File: src/rtl/pqt_pkg.sv
package pqt_pkg;
  localparam int FRAC_W = 4;
  localparam int Q_W    = 8;
  localparam int Q_MID  = 1 << (Q_W - 1);

  // Fraction of a sample from the quantized neighbour ratio.
  function automatic logic [FRAC_W-1:0] frac_of(input logic [Q_W-1:0] q);
    logic [15:0] t;
    t = 16'(q) * 16'd15 + 16'd128;
    return t[11:8];
  endfunction
endpackage

File: src/rtl/pqt_front.sv
module pqt_front #(
  parameter int W  = 12,
  parameter int IW = 8,
  parameter int GW = 3,
  parameter int PW = 2
) (
  input  logic                clk,
  input  logic                rst_n,
  input  logic                smp_vld,
  input  logic [W-1:0]        smp,
  input  logic [IW-1:0]       win_last,
  input  logic [GW-1:0]       ped_gap,
  output logic [IW-1:0]       idx,
  output logic                last,
  output logic                arm,
  output logic signed [W+1:0] diff,
  output logic [W-1:0]        prev1,
  output logic [W-1:0]        ped_mean
);
  localparam int P    = 1 << PW;
  localparam int GMAX = (1 << GW) - 1;
  localparam int HD   = GMAX + P;
  localparam int SW   = W + PW;

  logic [IW-1:0] idx_q, idx_n;
  logic [W-1:0]  hist_q [HD];
  logic [W-1:0]  hist_n [HD];
  logic [W:0]    sum1_q, sum1_n, sum0;
  logic [SW-1:0] ped_sum;

  assign idx   = idx_q;
  assign last  = (idx_q == win_last);
  assign arm   = (idx_q >= IW'(2));
  assign prev1 = hist_q[0];

  // two-tap moving sum, then one-sample difference of the sums
  assign sum0 = {1'b0, smp} + {1'b0, hist_q[0]};
  assign diff = $signed({1'b0, sum0}) - $signed({1'b0, sum1_q});

  // pedestal run selected by the gap
  always_comb begin
    ped_sum = '0;
    for (int j = 0; j < P; j++) begin
      ped_sum = ped_sum + SW'(hist_q[int'(ped_gap) + j]);
    end
  end
  assign ped_mean = ped_sum[SW-1:PW];

  always_comb begin
    idx_n  = idx_q;
    sum1_n = sum1_q;
    for (int k = 0; k < HD; k++) hist_n[k] = hist_q[k];
    if (smp_vld) begin
      if (last) begin
        idx_n  = '0;
        sum1_n = '0;
        for (int k = 0; k < HD; k++) hist_n[k] = '0;
      end else begin
        idx_n     = idx_q + IW'(1);
        sum1_n    = sum0;
        hist_n[0] = smp;
        for (int k = 1; k < HD; k++) hist_n[k] = hist_q[k-1];
      end
    end
  end

  always_ff @(posedge clk or negedge rst_n) begin
    if (!rst_n) begin
      idx_q  <= '0;
      sum1_q <= '0;
      for (int k = 0; k < HD; k++) hist_q[k] <= '0;
    end else begin
      idx_q  <= idx_n;
      sum1_q <= sum1_n;
      for (int k = 0; k < HD; k++) hist_q[k] <= hist_n[k];
    end
  end

  AST_IDLE_HOLD: assert property (@(posedge clk) disable iff (!rst_n)
    !smp_vld |=> $stable(idx_q) && $stable(sum1_q));
endmodule

File: src/rtl/pqt_region.sv
module pqt_region #(
  parameter int W  = 12,
  parameter int IW = 8
) (
  input  logic                   clk,
  input  logic                   rst_n,
  input  logic                   smp_vld,
  input  logic [W-1:0]           smp,
  input  logic [IW-1:0]          idx,
  input  logic                   last,
  input  logic                   arm,
  input  logic signed [W+1:0]    diff,
  input  logic [W-1:0]           thr,
  input  logic [W-1:0]           prev1,
  input  logic [W-1:0]           ped_mean,
  output logic                   cls,
  output logic                   cls_trunc,
  output logic signed [W+IW+1:0] cls_charge,
  output logic [IW-1:0]          cls_idx,
  output logic [W-1:0]           cls_pk,
  output logic [W-1:0]           cls_left,
  output logic [W-1:0]           cls_right
);
  localparam int AW = W + IW + 1;
  localparam int LW = IW + 1;

  logic          open_q, open_n;
  logic [AW-1:0] acc_q, acc_n, prod;
  logic [LW-1:0] len_q, len_n;
  logic [W-1:0]  ped_q, ped_n;
  logic [W-1:0]  pk_q, pk_n, pkl_q, pkl_n, pkr_q, pkr_n;
  logic [IW-1:0] pki_q, pki_n;
  logic          needr_q, needr_n;
  logic          hot;

  assign hot = arm && (diff > $signed({2'b00, thr}));

  always_comb begin
    open_n  = open_q;
    acc_n   = acc_q;
    len_n   = len_q;
    ped_n   = ped_q;
    pk_n    = pk_q;
    pki_n   = pki_q;
    pkl_n   = pkl_q;
    pkr_n   = pkr_q;
    needr_n = needr_q;
    cls       = 1'b0;
    cls_trunc = 1'b0;
    if (smp_vld) begin
      if (!open_q && hot) begin
        acc_n   = AW'(smp);
        len_n   = LW'(1);
        ped_n   = ped_mean;
        pk_n    = smp;
        pki_n   = idx;
        pkl_n   = prev1;
        needr_n = 1'b1;
      end else if (open_q) begin
        if (hot) begin
          acc_n = acc_q + AW'(smp);
          len_n = len_q + LW'(1);
        end
        if (hot && (smp > pk_q)) begin
          pk_n    = smp;
          pki_n   = idx;
          pkl_n   = prev1;
          needr_n = 1'b1;
        end else if (needr_q) begin
          pkr_n   = smp;
          needr_n = 1'b0;
        end
      end
      cls       = (open_q && !hot) || (hot && last);
      cls_trunc = hot && last;
      open_n    = hot && !last;
    end
  end

  assign prod       = AW'(ped_n) * AW'(len_n);
  assign cls_charge = $signed({1'b0, acc_n}) - $signed({1'b0, prod});
  assign cls_idx    = pki_n;
  assign cls_pk     = pk_n;
  assign cls_left   = pkl_n;
  assign cls_right  = needr_n ? pk_n : pkr_n;

  always_ff @(posedge clk or negedge rst_n) begin
    if (!rst_n) begin
      open_q  <= 1'b0;
      acc_q   <= '0;
      len_q   <= '0;
      ped_q   <= '0;
      pk_q    <= '0;
      pki_q   <= '0;
      pkl_q   <= '0;
      pkr_q   <= '0;
      needr_q <= 1'b0;
    end else begin
      open_q  <= open_n;
      acc_q   <= acc_n;
      len_q   <= len_n;
      ped_q   <= ped_n;
      pk_q    <= pk_n;
      pki_q   <= pki_n;
      pkl_q   <= pkl_n;
      pkr_q   <= pkr_n;
      needr_q <= needr_n;
    end
  end

  AST_OPEN_LATE: assert property (@(posedge clk) disable iff (!rst_n)
    $rose(open_q) |-> (idx >= IW'(3)));
  AST_PEAK_BEHIND: assert property (@(posedge clk) disable iff (!rst_n)
    open_q |-> (pki_q < idx));
  AST_LEN_NONZERO: assert property (@(posedge clk) disable iff (!rst_n)
    open_q |-> (len_q != '0));
endmodule

File: src/rtl/pqt_interp.sv
module pqt_interp #(
  parameter int W = 12
) (
  input  logic [W-1:0]               pk,
  input  logic [W-1:0]               left,
  input  logic [W-1:0]               right,
  output logic [pqt_pkg::FRAC_W-1:0] frac
);
  import pqt_pkg::*;
  localparam int NW = W + Q_W;

  logic [W-1:0]       ua, ub;
  logic [W:0]         s;
  logic [NW-1:0]      num, den, quot;
  logic [Q_W-1:0]     q;
  logic [FRAC_W-1:0]  lut [1 << Q_W];

  for (genvar g = 0; g < (1 << Q_W); g++) begin : g_lut
    assign lut[g] = frac_of(Q_W'(g));
  end

  assign ua   = (pk > left)  ? (pk - left)  : '0;
  assign ub   = (pk > right) ? (pk - right) : '0;
  assign s    = {1'b0, ua} + {1'b0, ub};
  assign num  = {ua, {Q_W{1'b0}}};
  assign den  = (s == '0) ? NW'(1) : NW'(s);
  assign quot = num / den;

  always_comb begin
    if (s == '0)                         q = Q_W'(Q_MID);
    else if (quot > NW'((1 << Q_W) - 1)) q = '1;
    else                                 q = quot[Q_W-1:0];
  end

  assign frac = lut[q];
endmodule

File: src/rtl/pulse_qt.sv
module pulse_qt #(
  parameter int W  = 12,
  parameter int IW = 8,
  parameter int GW = 3,
  parameter int PW = 2
) (
  input  logic                   clk,
  input  logic                   rst_n,
  input  logic                   smp_vld,
  input  logic [W-1:0]           smp,
  input  logic [W-1:0]           thr,
  input  logic [GW-1:0]          ped_gap,
  input  logic [IW-1:0]          win_last,
  output logic                   pls_vld,
  output logic signed [W+IW+1:0] pls_charge,
  output logic [IW+3:0]          pls_time,
  output logic                   pls_trunc
);
  import pqt_pkg::*;

  logic [1:0] rs_q;
  logic       rst_i_n;

  always_ff @(posedge clk or negedge rst_n) begin
    if (!rst_n) rs_q <= 2'b00;
    else        rs_q <= {rs_q[0], 1'b1};
  end
  assign rst_i_n = rs_q[1];

  logic [IW-1:0]          idx;
  logic                   last, arm;
  logic signed [W+1:0]    diff;
  logic [W-1:0]           prev1, ped_mean;
  logic                   cls, cls_trunc;
  logic signed [W+IW+1:0] cls_charge;
  logic [IW-1:0]          cls_idx;
  logic [W-1:0]           cls_pk, cls_left, cls_right;
  logic [FRAC_W-1:0]      frac;

  pqt_front #(.W(W), .IW(IW), .GW(GW), .PW(PW)) u_front (
    .clk(clk), .rst_n(rst_i_n), .smp_vld(smp_vld), .smp(smp),
    .win_last(win_last), .ped_gap(ped_gap), .idx(idx), .last(last),
    .arm(arm), .diff(diff), .prev1(prev1), .ped_mean(ped_mean));

  pqt_region #(.W(W), .IW(IW)) u_region (
    .clk(clk), .rst_n(rst_i_n), .smp_vld(smp_vld), .smp(smp), .idx(idx),
    .last(last), .arm(arm), .diff(diff), .thr(thr), .prev1(prev1),
    .ped_mean(ped_mean), .cls(cls), .cls_trunc(cls_trunc),
    .cls_charge(cls_charge), .cls_idx(cls_idx), .cls_pk(cls_pk),
    .cls_left(cls_left), .cls_right(cls_right));

  pqt_interp #(.W(W)) u_interp (
    .pk(cls_pk), .left(cls_left), .right(cls_right), .frac(frac));

  logic                   vld_n, trunc_n;
  logic signed [W+IW+1:0] charge_n;
  logic [IW+3:0]          time_n;

  always_comb begin
    vld_n    = 1'b0;
    trunc_n  = pls_trunc;
    charge_n = pls_charge;
    time_n   = pls_time;
    if (smp_vld && cls) begin
      vld_n    = 1'b1;
      trunc_n  = cls_trunc;
      charge_n = cls_charge;
      time_n   = {cls_idx, frac};
    end
  end

  always_ff @(posedge clk or negedge rst_i_n) begin
    if (!rst_i_n) begin
      pls_vld    <= 1'b0;
      pls_trunc  <= 1'b0;
      pls_charge <= '0;
      pls_time   <= '0;
    end else begin
      pls_vld    <= vld_n;
      pls_trunc  <= trunc_n;
      pls_charge <= charge_n;
      pls_time   <= time_n;
    end
  end

  AST_HOLD_QUIET: assert property (@(posedge clk) disable iff (!rst_i_n)
    !pls_vld |-> $stable(pls_charge) && $stable(pls_time));
  AST_TRUNC_WRAP: assert property (@(posedge clk) disable iff (!rst_i_n)
    (pls_vld && pls_trunc) |-> (idx == '0));
  AST_FLAT_MID: assert property (@(posedge clk) disable iff (!rst_i_n)
    (smp_vld && cls && (cls_left == cls_right)) |=> (pls_time[3:0] == 4'd8));
endmodule

File: config.mk
export PLATFORM = sky130hd
export DESIGN_NAME = pulse_qt
export DESIGN_NICKNAME = d
export VERILOG_FILES = /design/src/rtl/pqt_pkg.sv /design/src/rtl/pqt_front.sv /design/src/rtl/pqt_region.sv /design/src/rtl/pqt_interp.sv /design/src/rtl/pulse_qt.sv
export SDC_FILE = /design/constraint.sdc
export NUM_CORES = 2
export LEC_CHECK = 0
export BUFFER_PORTS_ARGS = -buffer_cell sky130_fd_sc_hd__buf_2
export CAP_MARGIN = 20
export CORE_MARGIN = 2
export CORE_UTILIZATION = 35
export DETAILED_ROUTE_END_ITERATION = 7
export SETUP_SLACK_MARGIN = 0.4
export SLEW_MARGIN = 20
export SYNTH_ARGS = -nofsm -noshare
export SYNTH_HDL_FRONTEND = slang
export SYNTH_SLANG_ARGS = --single-unit
File: constraint.sdc
create_clock -name clk -period 17.2 [get_ports clk]
set_input_delay 0.86 -clock clk [delete_from_list [all_inputs] [get_ports clk]]
set_output_delay 0.86 -clock clk [all_outputs]
set_load 0.03 [all_outputs]
==> results by stage <==
Run status:
- The flow ran to the end, but the final reports show violations.
- The checks that failed: setup timing.

STA:
- Setup repair after global routing could not meet its margin everywhere.
- Setup violations remaining at the end of the flow were counted as 4.
- Adding up every negative setup slack in the final design gives -88.11 ns.
- The final max-slew violation count was 0.
- Across all hold checks on the routed design, the worst slack comes to 0.3602 ns.
- Derived from the worst setup path, the maximum achievable clock frequency is 0.02333 GHz.
- The fraction of the cycle the final worst path needs is 249.2%.
- Counting I/O delays and the setup requirement, the final critical path takes 42.86 ns.
- For the pin with the worst max-slew slack, the measured transition is 1.024 ns.
- Between clock sinks in the finished design, the worst skew comes to 0.04342 ns.
- Headroom to the max-slew limit came out at 31.74%.
- The final worst slack is -25.66 ns.
- The count of final hold-check violations is 0.

Route:
- The count of routing violations after the opening detailed-route iteration is 2381.
- Signal routing reaches up to met5.
- The detailed router placed 34800 vias in this run.
- The wire length on met1 is 52.77 mm.
- The first TritonRoute pass finished after 5 iterations.
- The post-route DRC violation count is 0.
- The routed length per instance is 18.72 um.
- Wire segments on met2 add up to 58.13 mm in the final route.
- The number of nets still failing antenna checks after routing is 0.
- The routed design uses 5.430 mm of met3 wire.
- Dividing the detail-routed via count by the number of cells gives 5.445.
- The total length of routed wires is 119.6 mm.

Global routing:
- The first global-routing pass estimated 189.6 mm of wire.
- Entering global routing, the biggest net connects 160 pins.
- The number of global-route vias before repair was 35030.
- The total overflow left after global routing is 0.
- The total routing resource utilization after global routing is 22.79%.
- The initial antenna violation count came to 8.

Placed design:
- The HPWL after detailed placement is 88.63 mm.
- At the end of routability-driven placement, the weighted congestion stood at 0.9421.
- The number of placed instances, taps included, is 6172.
- The quantity of I/O buffers inserted on ports is 73.

Floorplanning:
- The total area inside the core boundary comes to 0.09813 mm2.
- The initialized floorplan defines 115 standard-cell rows.
- The initial core utilization is 35.25%.
- The height of the die is 318.4 um.
- In this run the count of I/O pins placed on the die edge is 74.
- The width of the die is 318.4 um.
- The die covers 0.1014 mm2.

Clock tree:
- The deepest clock path buffer count is 3.
- The clock tree from TritonCTS is yes.
- The TritonCTS sink count is 279.
- The clock transition time at the flip-flop clock pins of the worst setup and hold paths is 0.07 ns.
- The tree is rooted in a sky130_fd_sc_hd__clkbuf_16.
- The insertion delay to the later sink of the worst-skew pair is 0.61 ns.
- In this run the number of H-tree levels came out at 1.
- Clock tree synthesis inserted a total of 31 buffers.

Yosys:
- After synthesis, the share of flip-flops with an asynchronous set or reset is 100.0%.
- Summing every instance area after synthesis gives 0.03459 mm2.
- After synthesis, the mean cell area works out to 8.608 um2.
- The register area share after synthesis is 20.18%.
- The number of flops mapped to enable cells by yosys is 0.
- The synthesis warning total is 0.
- Counting flops and latches in the post-synthesis netlist gives 279.
- The number of library cell types mapped by synthesis is 109.
- The most used flip-flop cell after synthesis is sky130_fd_sc_hd__dfrtp_1.
- The post-synthesis net count is 4516.
- The cell count after synthesis came out at 4019.

Layout:
- The final net count is 5574.
- Once layout is complete, the cells apart from fillers number 6390.
- The area growth from synthesis to layout is 38.69%.
- For this run, the share of the core covered by cells in the final layout is 48.89%.
- The fraction of layout instances using a drive strength above 1 is 36.55%.

Setup path:
- On the critical path, the stage with the largest delay is an instance of sky130_fd_sc_hd__o41a_1.
- At the worst endpoint, the arrival time is 43.30 ns.
- Along the worst path, the maximum fanout reaches 8.
- The most repeated library cell on the critical path is sky130_fd_sc_hd__buf_4.
- The type of the setup path with the least slack is primary input to flop.
- STA classifies the critical path startpoint as a primary input.
- The worst stage delay on the critical path is 0.53 ns.
- The worst setup path is captured at a flop.
- For the worst setup path, the data required time is 17.65 ns.
- The setup slack of the worst register-to-register path is -25.64 ns.

Hold path:
- The path type of the worst min-delay path is flop to flop.

Run:
- The number of max-cap violations is 0.
==> state kept, by name, indices dropped and copies added, names as in the netlist, 12 cells and up <==
signal and count:
u_region.pkr_q 12, u_region.acc_q 21, pls_time 12, u_front.prev1 12, u_region.pkl_q 12, u_region.ped_q 12, u_front.hist_q 120, u_region.pk_q 12
u_front.sum1_q 13, pls_charge 22
==> repair_timing <==
action	4_1_cts	5_1_grt
buffers inserted	90	62
setup endpoints to repair	4	4
resized for setup	118	229
hold buffers	1	0
cloned	2	4
endpoints found under the hold margin	2	0
pin swaps	103	156
==> layout by cell type, fill, tap and decap left out, types with 40 or more instances in the layout <==
cell	n
sky130_fd_sc_hd__a21o_1	90
sky130_fd_sc_hd__a21oi_1	215
sky130_fd_sc_hd__a21oi_2	40
sky130_fd_sc_hd__and2_1	41
sky130_fd_sc_hd__buf_2	71
sky130_fd_sc_hd__buf_4	1089
sky130_fd_sc_hd__dfrtp_1	277
sky130_fd_sc_hd__fa_1	104
sky130_fd_sc_hd__ha_1	296
sky130_fd_sc_hd__ha_4	43
sky130_fd_sc_hd__inv_1	259
sky130_fd_sc_hd__mux2_2	88
sky130_fd_sc_hd__mux2i_1	107
sky130_fd_sc_hd__mux4_2	96
sky130_fd_sc_hd__nand2_1	439
sky130_fd_sc_hd__nand2b_1	41
sky130_fd_sc_hd__nand3_1	62
sky130_fd_sc_hd__nor2_1	284
sky130_fd_sc_hd__nor3_1	75
sky130_fd_sc_hd__o21a_1	52
sky130_fd_sc_hd__o21ai_0	139
sky130_fd_sc_hd__o21ai_2	40
sky130_fd_sc_hd__o21bai_1	41
sky130_fd_sc_hd__o2bb2ai_1	132
sky130_fd_sc_hd__xnor2_1	135
sky130_fd_sc_hd__xor2_1	57
==> layer usage <==
metal | global-route usage, % | vias to the layer above
li1 | - | 16720
met1 | 30.41 | 17000
met2 | 39.64 | 876
met3 | 1.952 | 201
met4 | 5.771 | 4
met5 | 0 | -
==> Yosys cell counts (47+ instances only) <==
cell                        count  area (um2)
sky130_fd_sc_hd__ha_1         351        4392
sky130_fd_sc_hd__nor2_1       319        1197
sky130_fd_sc_hd__nor3_1        89       445.4
sky130_fd_sc_hd__clkbuf_1     125       469.2
sky130_fd_sc_hd__fa_1         108        2162
sky130_fd_sc_hd__inv_1        269        1010
sky130_fd_sc_hd__a21oi_1      258        1291
sky130_fd_sc_hd__nand2_1      464        1742
sky130_fd_sc_hd__dfrtp_1      279        6982
sky130_fd_sc_hd__mux2_2       105        1182
sky130_fd_sc_hd__a21o_1        91       683.2
sky130_fd_sc_hd__o21a_1        57       427.9
sky130_fd_sc_hd__o2bb2ai_1    135        1182
sky130_fd_sc_hd__nand3_1       74       370.4
sky130_fd_sc_hd__and2_1        47       294.0
sky130_fd_sc_hd__o21ai_0      198       991.0
sky130_fd_sc_hd__mux2i_1      114        1141
sky130_fd_sc_hd__xor2_1        60       525.5
sky130_fd_sc_hd__mux4_2        96        2162
sky130_fd_sc_hd__xnor2_1      141        1235
==> layout make-up <==
type	count	area [um2]
Clock buffer	39	845.8
Timing Repair Buffer	1187	8911
Clock inverter	19	217.7
Tap cell	1287	1610
Inverter	276	1045
Sequential cell	279	6987
Antenna cell	1	2.502
Fill cell	9255	50150
Multi-Input combinational cell	3302	28360
==> final timing paths <==
kind                             startpoint                 end  cells after the start
setup / recovery                     smp[0]         pls_time[1]                    252
hold / removal                      rs_q[0]             rs_q[1]                      0
setup reg to reg           u_front.prev1[1]         pls_time[1]                    244
hold reg to reg                     rs_q[0]             rs_q[1]                      0
max in group asynchronous           rs_q[1]         pls_time[4]                      1
min in group asynchronous           rs_q[1]  u_front.hist_q[63]                      0
==> kinds of logic (layout without fill, tap and decap cells) <==
| family | Yosys count | count (layout) | synth area share, % |
|---|---|---|---|
| and+or+nand+nor | 1242 | 1244 | 16.67 |
| muxes | 320 | 320 | 13.19 |
| buffers and inverters | 441 | 1521 | 4.893 |
| AOI/OAI and AO/OA | 1075 | 1076 | 21.00 |
| DFF | 279 | 279 | 20.18 |
| xor gates and xnor gates | 201 | 201 | 5.089 |
| other | 1 | 2 | 0.01084 |
| adders and majority gates | 460 | 460 | 18.97 |
==> critical path, delay by kind of cell <==
family | cells | cell delay (ns)
compound gates | 111 | 18.71
mux | 7 | 2.28
buf+inv | 40 | 4.93
simple gates | 68 | 9.76
fa+ha+maj | 26 | 6.66
==> per-stage QoR <==
stage	cell area [um2]	setup slack, ns
after detailed placement	44020	-27.67
final	47980	-25.66
after global placement	44020	-26.70
after global routing	47980	-27.80
after floorplan	35660	-26.52
after CTS	46320	-25.39
Power is left out: the tool's default activity adds up to more than one toggle a clock period on the data nets, which glitch-free logic cannot reach.
